[config.mk]
export PLATFORM = sky130hd
export DESIGN_NAME = noc_tgen
export DESIGN_NICKNAME = d
export VERILOG_FILES = /design/src/rtl/noc_tg_pkg.sv /design/src/rtl/noc_tg_xorshift.sv /design/src/rtl/noc_tg_dest.sv /design/src/rtl/noc_tg_fifo.sv /design/src/rtl/noc_tgen.sv
export SDC_FILE = /design/constraint.sdc
export NUM_CORES = 1
export LEC_CHECK = 0
export ABC_AREA = 1
export ABC_CLOCK_PERIOD_IN_PS = 8900
export BUFFER_PORTS_ARGS = -buffer_cell sky130_fd_sc_hd__buf_2
export CAP_MARGIN = 20
export CORE_MARGIN = 2
export CORE_UTILIZATION = 65
export CTS_CLUSTER_DIAMETER = 200
export DETAILED_ROUTE_END_ITERATION = 10
export GPL_ROUTABILITY_DRIVEN = 0
export GPL_TIMING_DRIVEN = 0
export PLACE_DENSITY = 0.83
export SKIP_CTS_REPAIR_TIMING = 1
export SYNTH_ARGS = -nofsm -noshare
export SYNTH_HDL_FRONTEND = slang
export SYNTH_SLANG_ARGS = --single-unit
[constraint.sdc]
create_clock -name clk -period 8.9 [get_ports clk]
set_clock_uncertainty 0.1 [all_clocks]
set_input_delay 1.78 -clock clk [delete_from_list [all_inputs] [get_ports clk]]
set_output_delay 1.78 -clock clk [all_outputs]
set_load 0.005 [all_outputs]
[src/rtl/noc_tg_pkg.sv]
package noc_tg_pkg;

  typedef enum logic [1:0] {
    FT_NONE = 2'd0,
    FT_HEAD = 2'd1,
    FT_BODY = 2'd2,
    FT_TAIL = 2'd3
  } flit_kind_e;

  typedef enum logic [2:0] {
    DIR_L = 3'd0,
    DIR_N = 3'd1,
    DIR_E = 3'd2,
    DIR_S = 3'd3,
    DIR_W = 3'd4
  } out_dir_e;

  typedef enum logic [1:0] {
    PAT_UNIFORM   = 2'd0,
    PAT_BITCOMP   = 2'd1,
    PAT_TRANSPOSE = 2'd2,
    PAT_OFF       = 2'd3
  } pattern_e;

  localparam int unsigned INFO_W = 16;
  localparam int unsigned KIND_W = 2;

endpackage

[src/rtl/noc_tg_xorshift.sv]
module noc_tg_xorshift #(
  parameter logic [31:0] SEED = 32'h1234_5678
) (
  input  logic        clk,
  input  logic        rst_n,
  output logic [31:0] rnd_o
);
  // A zero state would lock the generator, so substitute a fixed nonzero one
  localparam logic [31:0] SEED_NZ = (SEED == 32'd0) ? 32'h0000_0001 : SEED;

  logic [31:0] state_q;
  logic [31:0] mix_a, mix_b, mix_c;

  always_comb begin
    mix_a = state_q ^ (state_q << 13);
    mix_b = mix_a ^ (mix_a >> 17);
    mix_c = mix_b ^ (mix_b << 5);
  end

  always_ff @(posedge clk or negedge rst_n) begin
    if (!rst_n) state_q <= SEED_NZ;
    else        state_q <= mix_c;
  end

  assign rnd_o = state_q;
endmodule

[src/rtl/noc_tg_dest.sv]
module noc_tg_dest
  import noc_tg_pkg::*;
#(
  parameter int MESH_DIM = 5,
  parameter int COORD_W  = 3,
  parameter int SRC_X    = 0,
  parameter int SRC_Y    = 0
) (
  input  pattern_e             pattern_i,
  input  logic [15:0]          rnd_hi_i,
  output logic [COORD_W-1:0]   dst_x_o,
  output logic [COORD_W-1:0]   dst_y_o,
  output out_dir_e             dir_o,
  output logic                 is_self_o
);
  localparam int                 MAXC = MESH_DIM - 1;
  localparam logic [COORD_W-1:0] SX   = COORD_W'(SRC_X);
  localparam logic [COORD_W-1:0] SY   = COORD_W'(SRC_Y);
  localparam logic [COORD_W-1:0] CX   = COORD_W'(MAXC - SRC_X);
  localparam logic [COORD_W-1:0] CY   = COORD_W'(MAXC - SRC_Y);

  logic [7:0] rx, ry;
  assign rx = rnd_hi_i[7:0]  % 8'(MESH_DIM);
  assign ry = rnd_hi_i[15:8] % 8'(MESH_DIM);

  always_comb begin
    unique case (pattern_i)
      PAT_BITCOMP: begin
        dst_x_o = CX;
        dst_y_o = CY;
      end
      PAT_TRANSPOSE: begin
        dst_x_o = SY;
        dst_y_o = SX;
      end
      default: begin
        dst_x_o = COORD_W'(rx);
        dst_y_o = COORD_W'(ry);
      end
    endcase
  end

  // Dimension-ordered: x settles before y
  always_comb begin
    if (dst_x_o > SX)      dir_o = DIR_E;
    else if (dst_x_o < SX) dir_o = DIR_W;
    else if (dst_y_o > SY) dir_o = DIR_N;
    else if (dst_y_o < SY) dir_o = DIR_S;
    else                   dir_o = DIR_L;
  end

  assign is_self_o = (dst_x_o == SX) && (dst_y_o == SY);
endmodule

[src/rtl/noc_tg_fifo.sv]
module noc_tg_fifo #(
  parameter  int W     = 26,
  parameter  int DEPTH = 16,
  localparam int CW    = $clog2(DEPTH + 1)
) (
  input  logic          clk,
  input  logic          rst_n,
  input  logic          push_i,
  input  logic [W-1:0]  din_i,
  input  logic          pop_i,
  output logic [W-1:0]  dout_o,
  output logic          nonempty_o,
  output logic [CW-1:0] level_o
);
  localparam int AW = (DEPTH > 1) ? $clog2(DEPTH) : 1;

  logic [W-1:0]  mem [DEPTH];
  logic [AW-1:0] wp_q, rp_q;
  logic [CW-1:0] cnt_q;
  logic          do_push, do_pop;

  assign do_push = push_i && (cnt_q != CW'(DEPTH));
  assign do_pop  = pop_i && (cnt_q != '0);

  function automatic logic [AW-1:0] nxt(input logic [AW-1:0] p);
    return (p == AW'(DEPTH - 1)) ? '0 : p + AW'(1);
  endfunction

  always_ff @(posedge clk) begin
    if (do_push) mem[wp_q] <= din_i;
  end

  always_ff @(posedge clk or negedge rst_n) begin
    if (!rst_n) begin
      wp_q  <= '0;
      rp_q  <= '0;
      cnt_q <= '0;
    end else begin
      if (do_push) wp_q <= nxt(wp_q);
      if (do_pop)  rp_q <= nxt(rp_q);
      case ({do_push, do_pop})
        2'b10:   cnt_q <= cnt_q + CW'(1);
        2'b01:   cnt_q <= cnt_q - CW'(1);
        default: cnt_q <= cnt_q;
      endcase
    end
  end

  assign dout_o     = mem[rp_q];
  assign nonempty_o = (cnt_q != '0);
  assign level_o    = cnt_q;
endmodule

[src/rtl/noc_tgen.sv]
module noc_tgen
  import noc_tg_pkg::*;
#(
  parameter  int          MESH_DIM   = 5,
  parameter  int          COORD_W    = 3,
  parameter  int          NODE_X     = 2,
  parameter  int          NODE_Y     = 3,
  parameter  logic [31:0] SEED       = 32'h1234_5678,
  parameter  int          BODY_FLITS = 2,
  parameter  int          QDEPTH     = 16,
  parameter  int          PID_W      = 8,
  parameter  int          TS_W       = 16,
  parameter  int          RATE_W     = 16,
  localparam int          FLIT_W     = KIND_W + PID_W + INFO_W
) (
  input  logic              clk,
  input  logic              rst_n,
  input  logic [RATE_W-1:0] rate_i,
  input  logic [1:0]        pattern_i,
  output logic              flit_valid_o,
  input  logic              flit_ready_i,
  output logic [FLIT_W-1:0] flit_data_o,
  output logic              inj_valid_o,
  output logic [PID_W-1:0]  inj_pid_o,
  output logic [TS_W-1:0]   inj_time_o
);
  localparam int PKT_LEN = BODY_FLITS + 2;
  localparam int LW      = $clog2(PKT_LEN + 1);
  localparam int LVL_W   = $clog2(QDEPTH + 1);
  localparam int ROOM    = QDEPTH - PKT_LEN;

  // ---------------- random source and destination ----------------
  logic [31:0]          rnd;
  pattern_e             pat;
  logic [COORD_W-1:0]   dst_x, dst_y;
  out_dir_e             dir;
  logic                 is_self;

  assign pat = pattern_e'(pattern_i);

  noc_tg_xorshift #(.SEED(SEED)) u_rng (
    .clk   (clk),
    .rst_n (rst_n),
    .rnd_o (rnd)
  );

  noc_tg_dest #(
    .MESH_DIM (MESH_DIM),
    .COORD_W  (COORD_W),
    .SRC_X    (NODE_X),
    .SRC_Y    (NODE_Y)
  ) u_dest (
    .pattern_i (pat),
    .rnd_hi_i  (rnd[31:16]),
    .dst_x_o   (dst_x),
    .dst_y_o   (dst_y),
    .dir_o     (dir),
    .is_self_o (is_self)
  );

  // ---------------- injection decision ----------------
  logic [LVL_W-1:0] q_level;
  logic [LW-1:0]    left_q, seq_q;
  logic             busy, fire, room, gen_start;

  assign busy      = (left_q != '0);
  assign fire      = (rnd[RATE_W-1:0] < rate_i);
  assign room      = (int'(q_level) <= ROOM);
  assign gen_start = !busy && room && (pat != PAT_OFF) && fire && !is_self;

  // ---------------- packet builder ----------------
  logic [PID_W-1:0]  pid_q, bld_pid_q;
  logic [INFO_W-1:0] head_info;
  logic [FLIT_W-1:0] wr_flit;
  logic              wr_en;

  assign head_info = INFO_W'({dir, dst_x, dst_y,
                              COORD_W'(NODE_X), COORD_W'(NODE_Y)});

  always_comb begin
    if (gen_start)
      wr_flit = {FT_HEAD, pid_q, head_info};
    else if (left_q == LW'(1))
      wr_flit = {FT_TAIL, bld_pid_q, INFO_W'(seq_q)};
    else
      wr_flit = {FT_BODY, bld_pid_q, INFO_W'(seq_q)};
  end

  assign wr_en = gen_start || busy;

  always_ff @(posedge clk or negedge rst_n) begin
    if (!rst_n) begin
      left_q    <= '0;
      seq_q     <= '0;
      pid_q     <= '0;
      bld_pid_q <= '0;
    end else if (gen_start) begin
      left_q    <= LW'(PKT_LEN - 1);
      seq_q     <= LW'(1);
      bld_pid_q <= pid_q;
      pid_q     <= pid_q + PID_W'(1);
    end else if (busy) begin
      left_q <= left_q - LW'(1);
      seq_q  <= seq_q + LW'(1);
    end
  end

  // ---------------- source queue and stream side ----------------
  logic q_nonempty;
  logic hs;

  noc_tg_fifo #(.W(FLIT_W), .DEPTH(QDEPTH)) u_q (
    .clk        (clk),
    .rst_n      (rst_n),
    .push_i     (wr_en),
    .din_i      (wr_flit),
    .pop_i      (flit_ready_i),
    .dout_o     (flit_data_o),
    .nonempty_o (q_nonempty),
    .level_o    (q_level)
  );

  assign flit_valid_o = q_nonempty;
  assign hs           = flit_valid_o && flit_ready_i;

  // ---------------- injection record ----------------
  logic [TS_W-1:0] ts_q;

  always_ff @(posedge clk or negedge rst_n) begin
    if (!rst_n) ts_q <= '0;
    else        ts_q <= ts_q + TS_W'(1);
  end

  assign inj_valid_o = hs && (flit_data_o[FLIT_W-1 -: KIND_W] == FT_HEAD);
  assign inj_pid_o   = flit_data_o[INFO_W +: PID_W];
  assign inj_time_o  = ts_q;

endmodule

== Word level (Yosys, flattened, before mapping) ==
Memories as Yosys holds them, arrays and structs flattened.
Cells that the tools add are included.
Cells by class
  add/sub/neg operators: 8
  divide/modulo/power cells: 2
  $lt $le $gt $ge: 6
  equal/unequal tests: 12
  multiplexer cells: 17
  bitwise logic cells: 3
  reductions and logical operators: 15
Operators by type and width (number)
  32-bit XOR: 2
  32-bit by 15-bit XOR with 32-bit output: 1
  26-bit two-way mux: 1
  25-bit two-way mux: 1
  3-bit two-way mux: 7
  16-bit by 1-bit adder with 16-bit output (second input constant): 1
  16-bit less-than comparator: 1
  8-bit by 3-bit remainder unit with 8-bit output (second input constant): 2
  3-bit one-hot mux with 2 select lines: 2
  5-bit one-hot mux with 2 select lines: 1
  4-bit by 1-bit adder with 4-bit output (second input constant): 2
  8-bit by 1-bit adder with 8-bit output (second input constant): 1
  4-bit equality test (second input constant): 2
  1-bit logical AND: 8
  4-bit two-way mux: 2
  2-bit by 1-bit equality test with 1-bit output (second input constant): 3
  3-bit by 2-bit equality test with 1-bit output (second input constant): 2
  3-bit by 2-bit greater-than comparator with 1-bit output (second input constant): 2
  3-bit by 2-bit less-than comparator with 1-bit output (second input constant): 2
  5-bit by 1-bit adder with 5-bit output (second input constant): 1
  5-bit by 4-bit <= comparator with 1-bit output (second input constant): 1
  5-bit inequality test (second input constant): 1
  5-bit nonzero test: 1
  5-bit by 1-bit subtractor with 5-bit output (second input constant): 1
  other kinds (11): 15
Word-level totals
  register bits after elaboration: 83
  memory bits (writable): 416
  bits of input ports: 21
  output and inout bits: 52
  memories: 1
Memory list
  u_q.mem: depth 16, width 26, rd ports 1, clocked after memory_dff 0, wr ports 1, RTL line noc_tg_fifo.sv:17  | logic [W-1:0] mem [DEPTH];

== Longest topological paths before layout ==
Gate-level depths: netlist of run 1.
  depth in word-level cells: 10
  depth in mapped cells: 53
  mapped depth without buffers: 51

== Cells and area by module ==
Synthesis of run 1 repeated with hierarchy kept, for this count alone.
Second synthesis, totals
  cells, all modules: 2611
  area total of the unflattened synthesis: 24218.2 µm²
Modules (own cells, without submodules)
  noc_tg_fifo: instances 1, cells an instance 1748, area an instance 18282.5 µm²
  noc_tgen: instances 1, cells an instance 311, area an instance 2482.4 µm²
  noc_tg_xorshift: instances 1, cells an instance 287, area an instance 1904.3 µm²
  noc_tg_dest: instances 1, cells an instance 265, area an instance 1549.0 µm²

== Worst setup path after synthesis of run 1 ==
OpenSTA, ideal clock, no wires.
  path type: reg-to-reg
  from: register u_rng.state_q[29], in the netlist u_rng.rnd_o[29]
  to: memory u_q.mem[10][0] (enable)
  arrival time: 5.147 ns
  required time: 8.397 ns
  slack: 3.251 ns
  stages on the path, launching flop included: 39
  buffers on the path: 1
  cell sequence: dfrtp_1 -> ha_1 -> or2_1 -> nand2_1 -> nand2_1 -> o21ai_1 -> nand2_1 -> nand2_1 -> nand2_1 -> nand2_2 -> inv_2 -> nand2_2 -> nand2_2 -> nand2_1 -> nand2_2 -> inv_2 -> nand2_2 -> nand4_1 -> (+3 left out) -> nand2_1 -> nand2_2 -> nand3_2 -> xor2_1 -> inv_1 -> ha_1 -> or2_2 -> nand3_2 -> nand3_1 -> nand2_1 -> nand3_1 -> nor2b_2 -> nand2_1 -> o21bai_4 -> nand2_4 -> nand2_4 -> buf_6 -> nor2_1
On the way
  longest elaborated chain between the ends: 10
RTL lines
  start: declaration: RTL line noc_tg_xorshift.sv:11  | logic [31:0] state_q;
  start signal: assignment: RTL line noc_tg_xorshift.sv:22  | else state_q <= mix_c;
  8-bit by 3-bit remainder unit with 8-bit output: RTL line noc_tg_dest.sv:24  | assign ry = rnd_hi_i[15:8] % 8'(MESH_DIM);
  3-bit one-hot mux with 2 select lines: RTL line noc_tg_dest.sv:27  | unique case (pattern_i)
  3-bit by 2-bit equality test with 1-bit output: RTL line noc_tg_dest.sv:52  | assign is_self_o = (dst_x_o == SX) && (dst_y_o == SY);
  1-bit logical AND: RTL line noc_tg_dest.sv:52
  1-bit zero test: RTL line noc_tgen.sv:69  | assign gen_start = !busy && room && (pat != PAT_OFF) && fire && !is_self;
  1-bit logical AND: RTL line noc_tgen.sv:69
  1-bit logical OR: RTL line noc_tgen.sv:89  | assign wr_en = gen_start || busy;
  1-bit logical AND: RTL line noc_tg_fifo.sv:22  | assign do_push = push_i && (cnt_q != CW'(DEPTH));
  1-bit two-way mux: RTL line noc_tg_fifo.sv:30  | if (do_push) mem[wp_q] <= din_i;
  1-bit two-way mux (not written as such): RTL line noc_tg_fifo.sv:30
  end: declaration: RTL line noc_tg_fifo.sv:17
No other way between the ends.

== Final worst setup path of run 1 ==
  from: register u_rng.state_q[22], in the netlist u_rng.rnd_o[22]
  to: register u_q.cnt_q[4], in the netlist u_q.level_o[4]
On the way
  longest elaborated chain between the ends: 10
RTL lines
  8-bit by 3-bit remainder unit with 8-bit output (*): RTL line noc_tg_dest.sv:23  | assign rx = rnd_hi_i[7:0] % 8'(MESH_DIM);
  3-bit one-hot mux with 2 select lines (*): RTL line noc_tg_dest.sv:27
  3-bit by 2-bit equality test with 1-bit output (*): RTL line noc_tg_dest.sv:52
  1-bit logical AND (*): RTL line noc_tg_dest.sv:52
  1-bit zero test (*): RTL line noc_tgen.sv:69
  1-bit logical AND (*): RTL line noc_tgen.sv:69
  1-bit logical OR (*): RTL line noc_tgen.sv:89
  1-bit logical AND (*): RTL line noc_tg_fifo.sv:22
  2-bit by 1-bit equality test with 1-bit output / 2-bit equality test (equally long branches): RTL line noc_tg_fifo.sv:41  | case ({do_push, do_pop})
  5-bit one-hot mux with 2 select lines / 2-bit nonzero test (equally long branches)
  end signal: assignment: RTL line noc_tg_fifo.sv:42  | 2'b10: cnt_q <= cnt_q + CW'(1);
  end signal: assignment: RTL line noc_tg_fifo.sv:43  | 2'b01: cnt_q <= cnt_q - CW'(1);
  end signal: assignment: RTL line noc_tg_fifo.sv:44  | default: cnt_q <= cnt_q;
  end: declaration: RTL line noc_tg_fifo.sv:19  | logic [CW-1:0] cnt_q;
Every way passes the cells marked *; elsewhere a longest branch is shown, timed or not.
A chain may end at the register's enable or synchronous reset.

==> flow_summary_export.csv, run 1 <==
group,metric,value,unit
power_and_ir_drop,internal_power,4.64,mW
layout,seqCellArea,13100,sq um
global_routing,grt_overflow_total,0,
worst_setup_path,critPathSlowestCell,"dfrtp_1",
layout,multi_input_area,6180,sq um
sta,hold_viol_final,0,
clock_tree,cts_max_level,2,
sta,slew_headroom,24.7,%
sta,fin_crit_sh,75.8,%
route,vias,14900,
logic_synthesis,ys_seq_area_share,65.5,%
run_status,status,"finished, final reports clean",
layout,diodes,0,
layout,syn_to_final_growth,12.6,%
global_routing,grt_max_degree,71,
sta,tns,0,ns
route,wl,54100,um
clock_tree,cts_made_buffers,45,
worst_setup_path,cp.required,9.28,ns
logic_synthesis,synth_area_per_cell,11.4,sq um
placement,dpl.hpwl,34200,um
global_routing,grt_pass1_vias,14700,
logic_synthesis,synth_edf_count,368,
logic_synthesis,ys.flop_type,"edfxtp_1",
power_and_ir_drop,p_per_area,335,nW/um^2
sta,worst_pin_slew,1.12,ns
floorplanning,io_pins,73,
worst_setup_path,worstSetupPathType,"flip-flop to flip-flop",
worst_setup_path,crit_family,"simple AND/OR/NAND/NOR gates",
placement,io_buffers,69,
worst_setup_path,r2r_start,"u_rng.rnd_o[22]$_DFF_PN0_",
worst_hold_path,worstHoldPathType,"flip-flop to flip-flop",
worst_setup_path,cp-start-kind,"flip-flop",
layout,finalNetCount,1964,
logic_synthesis,synthCells,1766,
worst_hold_path,holdPathStages,1,
clock_tree,cts_tree,"yes",
sta,setup_viol,0,
worst_setup_path,rrSetupSlack,2.16,ns
route,drc_errors,0,
logic_synthesis,synthDistinctLibCells,53,
sta,clock.fmax,0.148,GHz
layout,stdcell_count,2331,
worst_setup_path,cp-end-kind,"flip-flop",
floorplanning,dieWidth,180,um
worst_setup_path,r2r_end,"u_q.level_o[4]$_DFFE_PN0P_",
placement,post-place-ws,2.26,ns
run,cap_violations,0,
route,wl_per_cell,23.2,um
worst_hold_path,whs_endpoint,"inj_time_o[0]$_DFF_PN0_",
floorplanning,num_rows,64,
worst_hold_path,hp-start,"inj_time_o[0]$_DFF_PN0_",
worst_setup_path,critical_path.max_stage_delay,0.40,ns
sta,rsz0062_at_grt,"no",
global_routing,antenna_found_initial,0,
power_and_ir_drop,switchingPower,2.92,mW
power_and_ir_drop,p_comb_share,36.6,%
floorplanning,die-area,32300,sq um
sta,min_period,6.74,ns
route,viasPerCell,6.39,
global_routing,track_usage,33.2,%
logic_synthesis,synth_seq_cells,451,
sta,fin_ws,2.16,ns
placement,placed_cells,2244,
layout,final_layout_size_suffix_gt1_share,13.0,%
route,ant_nets,0,
power_and_ir_drop,p_seq_share,39.8,%
sta,hold_slack,0.362,ns
layout,n_fill_cell,1874,
power_and_ir_drop,power.share.switching,38.7,%
floorplanning,core_area,30500,sq um
sta,slew_viol_final,0,
layout,final_util,74.1,%
route,drtIter0Drc,2082,
power_and_ir_drop,ir_worst_vdd,248,uV
floorplanning,die_y,180,um
power_and_ir_drop,pwr-share-clk,23.6,%
worst_setup_path,startpoint,"u_rng.rnd_o[22]$_DFF_PN0_",
worst_setup_path,arrival,7.13,ns
route,drt_first_pass_iters,6,
clock_tree,clockBufferDepth,3,
worst_setup_path,path_max_fanout,10,
global_routing,grt_first_pass_wirelength,81800,um
floorplanning,start_util,65.8,%
clock_tree,clock-root-buffer,"clkbuf_16",
clock_tree,clk_pin_slew,0.06,ns
worst_setup_path,critPathMostFrequentCell,"nand2_1",
clock_tree,clock_sinks,451,
logic_synthesis,syn-cell-area,20100,sq um
logic_synthesis,ys_warn_count,0,
clock_tree,clock_latency,0.57,ns
power_and_ir_drop,power_leakage,8.86,nW
logic_synthesis,synthArstFlopShare,18.4,%
worst_setup_path,r2r_cells,51,
worst_setup_path,crit_buf_inv,9,
[per-stage QoR]
step / instance area [sq um] / power [mW]
after global placement: 20900 / 5.46
after detailed placement: 21200 / 5.66
after floorplan: 20100 / 4.51
final: 22600 / 7.56
after CTS: 22600 / 7.43
after global routing: 22600 / 7.83
[worst max-delay path by stage]
stage,to,depth (start not counted)
floorplan,u_q.mem[10][0]$_DFFE_PP_,38
global placement,u_q.mem[8][6]$_DFFE_PP_,39
detailed placement,u_q.level_o[4]$_DFFE_PN0P_,51
CTS,u_q.level_o[4]$_DFFE_PN0P_,51
global route,u_q.level_o[4]$_DFFE_PN0P_,51
finish,u_q.level_o[4]$_DFFE_PN0P_,51
[per-layer routing]
metal	wire length (um)	share of wire (%)	track usage, %	vias to the layer above
met5	0	0	0	-
met2	26100	48	54.8	1142
li1	-	-	-	6484
met4	2500	4.6	15.6	0
met1	18600	34	42.1	7070
met3	6890	13	7.76	204
[cell usage after synthesis (2+ instances only)]
| cell | count | share of area, % |
|---|---|---|
| o211ai_1 | 4 | 0.15 |
| dfstp_2 | 13 | 1.7 |
| nand2_4 | 2 | 0.11 |
| buf_2 | 2 | 0.050 |
| o21ai_0 | 141 | 3.5 |
| and2_1 | 3 | 0.094 |
| or2_1 | 2 | 0.062 |
| o21ai_1 | 6 | 0.15 |
| o21bai_1 | 3 | 0.11 |
| inv_1 | 96 | 1.8 |
| nor4_1 | 3 | 0.094 |
| nand2_2 | 17 | 0.53 |
| clkinv_1 | 4 | 0.075 |
| nor2_2 | 5 | 0.16 |
| o22ai_1 | 27 | 0.84 |
| buf_4 | 14 | 0.52 |
| o221ai_1 | 19 | 0.83 |
| ha_1 | 43 | 2.7 |
| edfxtp_1 | 368 | 55 |
| nand3_1 | 91 | 2.3 |
| o21bai_4 | 2 | 0.19 |
| nand3b_1 | 5 | 0.19 |
| dfrtp_1 | 70 | 8.7 |
| nand4_1 | 39 | 1.2 |
| nor3_1 | 7 | 0.17 |
| a21oi_2 | 2 | 0.087 |
| inv_2 | 19 | 0.36 |
| nor2_1 | 149 | 2.8 |
| a221oi_1 | 27 | 1.2 |
| a21oi_1 | 73 | 1.8 |
| clkbuf_1 | 57 | 1.1 |
| buf_1 | 11 | 0.21 |
| xnor2_1 | 36 | 1.6 |
| xor2_1 | 55 | 2.4 |
| nand3_2 | 7 | 0.35 |
| or2_2 | 2 | 0.062 |
| nand2_1 | 326 | 6.1 |
[power by group through the flow]
stage / combinational [mW] / clock, mW / sequential [mW]
6_report: 2.77 / 1.79 / 3.01
3_3_place_gp: 2.42 / 0 / 3.04
5_1_grt: 2.94 / 1.86 / 3.03
3_5_place_dp: 2.62 / 0 / 3.04
4_1_cts: 2.65 / 1.77 / 3.00
2_1_floorplan: 1.50 / 0 / 3.01
[area by class of cell]
cell class                 instances  share of cell area, %
timing repair buffer              84                   2.34
buffer                            87                   1.78
clock buffer                      74                   5.78
multi-input combinational       1108                   27.4
inverter                         122                   2.07
clock inverter                     9                  0.316
sequential                       451                   58.2
tap                              396                   2.19
[cell usage in the layout, fill, tap and decap left out, types with 11 or more instances in the layout]
cell type  count
nor2_4        16
o21ai_1       14
nand2_1      326
edfxtp_1     368
a221oi_1      27
buf_4         25
o21ai_0      133
a21oi_1       73
o22ai_1       27
xor2_1        55
nand4_1       39
dfstp_2       13
nand2_2       17
buf_2         70
buf_1         11
ha_1          43
inv_1         96
nand3_1       91
clkbuf_1      80
clkbuf_16     46
o221ai_1      19
inv_2         19
xnor2_1       36
nor2_1       133
dfrtp_1       70
[cells by family (layout without fill, tap and decap cells)]
family / Yosys count / count (layout) / share of synthesized area [%]
XOR/XNOR: 91 / 91 / 3.97
other: 1 / 3 / 0.0187
flip-flops: 451 / 451 / 65.5
AND/OR/NAND/NOR: 660 / 660 / 14.3
AO/OA/AOI/OAI: 310 / 310 / 9.11
adder cells (fa/ha/maj): 44 / 44 / 2.78
buffers and inverters: 209 / 376 / 4.33
[flip-flops by register name, indices dropped and copies added (netlist names)]
name	cells
seq_q	3
inj_time_o	16
bld_pid_q	8
u_rng.rnd_o	32
u_q.level_o	5
u_q.wp_q	4
pid_q	8
left_q	3
u_q.rp_q	4
u_q.mem	368
Power figures use the tool's default switching activity.
==> run 2, diff against run 1 <==
ABC_AREA = 0   (was 1)
ABC_CLOCK_PERIOD_IN_PS = 5450   (was 8900)
CORE_UTILIZATION = 56   (was 65)
PLACE_DENSITY = 0.76   (was 0.83)
clock period = 5.45 ns   (was 8.9 ns; I/O delays follow)
==> flow_summary_export.csv, run 2 <==
group,metric,value,unit
run_status,status,"finished with violations",
run_status,violations,"negative setup slack",
route,routed-wl-met2,25900,um
sta,tns,-921.76,ns
route,wl_per_cell,24.8,um
worst_setup_path,cp.required,5.61,ns
floorplanning,die_y,196,um
worst_setup_path,arrival,7.25,ns
floorplanning,core_area,36400,sq um
sta,setup_viol,750,
logic_synthesis,synthCells,1445,
logic_synthesis,synth_edf_count,368,
route,drtIter0Drc,1612,
clock_tree,cts_made_buffers,45,
layout,layout_common_cells,"edfxtp_1 (368), nand2_1 (122), buf_2 (80)",
logic_synthesis,synth_area_per_cell,14.3,sq um
logic_synthesis,synthDistinctLibCells,90,
worst_setup_path,cp-start-kind,"flip-flop",
placement,io_buffers,69,
run,cap_violations,0,
floorplanning,num_rows,70,
route,viasPerCell,6.25,
layout,n_fill_cell,2401,
logic_synthesis,yosysMostFrequentCell,"edfxtp_1",
clock_tree,clk_pin_slew,0.06,ns
floorplanning,dieWidth,196,um
worst_setup_path,r2r_cells,31,
clock_tree,clock_latency,0.56,ns
worst_setup_path,critPathSlowestCell,"nor2_4",
worst_hold_path,worstHoldPathType,"primary input to asynchronous set/reset pin",
layout,final_util,67.2,%
worst_setup_path,cp-end-kind,"flip-flop",
power_and_ir_drop,power_leakage,9.14,nW
route,drt_first_pass_iters,5,
layout,final_layout_size_suffix_gt1_share,24.4,%
logic_synthesis,syn-cell-area,20600,sq um
worst_setup_path,r2r_start,"u_rng.rnd_o[30]$_DFF_PN0_",
worst_setup_path,worstSetupPathType,"flip-flop to flip-flop",
layout,largest_reg_flops,368,
clock_tree,clock-root-buffer,"clkbuf_16",
layout,syn_to_final_growth,18.7,%
floorplanning,io_pins,73,
global_routing,grt_max_degree,68,
route,drc_errors,0,
route,top_layer_used,"met4",
global_routing,grt_first_pass_wirelength,76000,um
layout,final_common_cell,"edfxtp_1",
clock_tree,cts_tree,"yes",
logic_synthesis,synth.top_cell.area_share,53.6,%
sta,fin_crit_sh,130,%
sta,rsz0062_at_grt,"yes",
sta,min_period,7.09,ns
global_routing,antenna_found_initial,0,
layout,top_register,"u_q.mem",
route,wl_met1,20300,um
clock_tree,clock_sinks,451,
sta,slew_viol_final,0,
floorplanning,start_util,56.6,%
sta,hold_viol_final,0,
worst_setup_path,path_max_fanout,15,
logic_synthesis,ys_warn_count,0,
logic_synthesis,yosys.area.top_type,"edfxtp_1",
placement,dpl.hpwl,32800,um
power_and_ir_drop,p_per_area,505,nW/um^2
power_and_ir_drop,ir_worst_vdd,302,uV
route,wl,53300,um
sta,slew_headroom,21.9,%
sta,fin_ws,-1.64,ns
sta,worst_pin_slew,1.17,ns
route,wl_met3,4580,um
route,vias,13400,
clock_tree,clockBufferDepth,3,
global_routing,grt_pass1_vias,13000,
logic_synthesis,netlist_top_cells_count,"edfxtp_1 (368), nand2_1 (130), mux2i_1 (77)",
floorplanning,die-area,38400,sq um
layout,finalNetCount,1708,
worst_setup_path,critical_path.max_stage_delay,0.41,ns
global_routing,grt_overflow_total,0,
sta,clock.fmax,0.141,GHz
logic_synthesis,synthArstFlopShare,18.4,%
logic_synthesis,synth_seq_cells,451,
logic_synthesis,ys.flop_type,"edfxtp_1",
route,ant_nets,0,
logic_synthesis,ys_seq_area_share,63.7,%
worst_setup_path,startpoint,"u_rng.rnd_o[30]$_DFF_PN0_",
global_routing,track_usage,26.4,%
clock_tree,cts_max_level,2,
placement,post-place-ws,-2.24,ns
logic_synthesis,synth.area.top_cells,"edfxtp_1 (54%), dfrtp_1 (8.5%), mux4_2 (5.0%)",
[run 2: cell types whose count changed after synthesis, sizes merged, moves of 27 or more]
| cell | previous run | this run |
|---|---|---|
| a21oi | 75 | 41 |
| a22oi | 0 | 27 |
| inv | 117 | 48 |
| mux2i | 0 | 78 |
| mux4 | 0 | 46 |
| nand2 | 345 | 130 |
| nand3 | 98 | 15 |
| nand4 | 39 | 11 |
| nor2 | 154 | 43 |
| o21ai | 148 | 74 |
| xnor2 | 36 | 68 |
[run 2: cell families (layout without fill, tap and decap cells)]
group | count (synthesis) | count (layout) | share of synthesized area (%)
AOI/OAI and AO/OA | 261 | 261 | 8.77
xor gates and xnor gates | 107 | 107 | 4.54
adders and majority gates | 46 | 46 | 2.80
buffers and inverters | 135 | 362 | 2.88
DFF | 451 | 451 | 63.7
muxes | 148 | 148 | 10.2
other | 1 | 4 | 0.0182
and+or+nand+nor | 296 | 299 | 7.10
[run 2: path summary, 6_finish.rpt]
path                       slack [ns]                   endpoint
hold / removal                   0.30    inj_time_o[2]$_DFF_PN0_
min in group clk                 0.39   inj_time_o[15]$_DFF_PN0_
hold reg to reg                  0.39   inj_time_o[15]$_DFF_PN0_
max in group asynchronous        4.29  u_rng.rnd_o[20]$_DFF_PN1_
setup reg to reg                -1.64   u_q.mem[9][11]$_DFFE_PP_
setup / recovery                -1.64   u_q.mem[9][11]$_DFFE_PP_
[run 2: per-stage QoR]
stage	hold WS [ns]	instances	cell area, sq um	power (mW)
6_report	0.295	2146	24500	12.4
5_1_grt	0.291	2145	24500	12.8
4_1_cts	0.273	2083	23700	12.0
3_5_place_dp	0.364	2002	22300	8.93
3_3_place_gp	0.356	1984	21800	8.56
2_1_floorplan	0.341	1447	20900	7.29
[run 2: critical path: cells and delay by family, from the launching register on]
family                     cells  cell delay [ns]
AOI/OAI and AO/OA              9             2.01
and+or+nand+nor                7             1.67
buffers and inverters          8             1.10
adders and majority gates      4             0.85
DFF                            1             0.39
xor gates and xnor gates       2             0.34
muxes                          1             0.30
[run 2: area by class of cell]
type | instances | area, sq um | area share [%]
inverters | 48 | 193 | 0.787
multi-input cells | 864 | 7240 | 29.6
plain buffers | 86 | 434 | 1.77
clock buffers | 55 | 1230 | 5.01
well taps | 468 | 586 | 2.39
repair buffers | 147 | 1440 | 5.88
clock inverters | 26 | 221 | 0.904
diodes | 1 | 2.50 | 0.0102
flip-flops and latches | 451 | 13100 | 53.7
[run 2: routing by layer]
metal / up-vias / global-route usage, %
met4: 0 / 9.88
met1: 6670 / 35.5
li1: 5881 / -
met3: 157 / 3.82
met5: - / 0
met2: 704 / 44.2
[run 2: power by group]
group / total [mW] / internal (mW) / switching, mW
Sequential: 4.81 / 4.58 / 0.231
Clock: 3.05 / 1.75 / 1.30
Combinational: 4.51 / 1.85 / 2.67
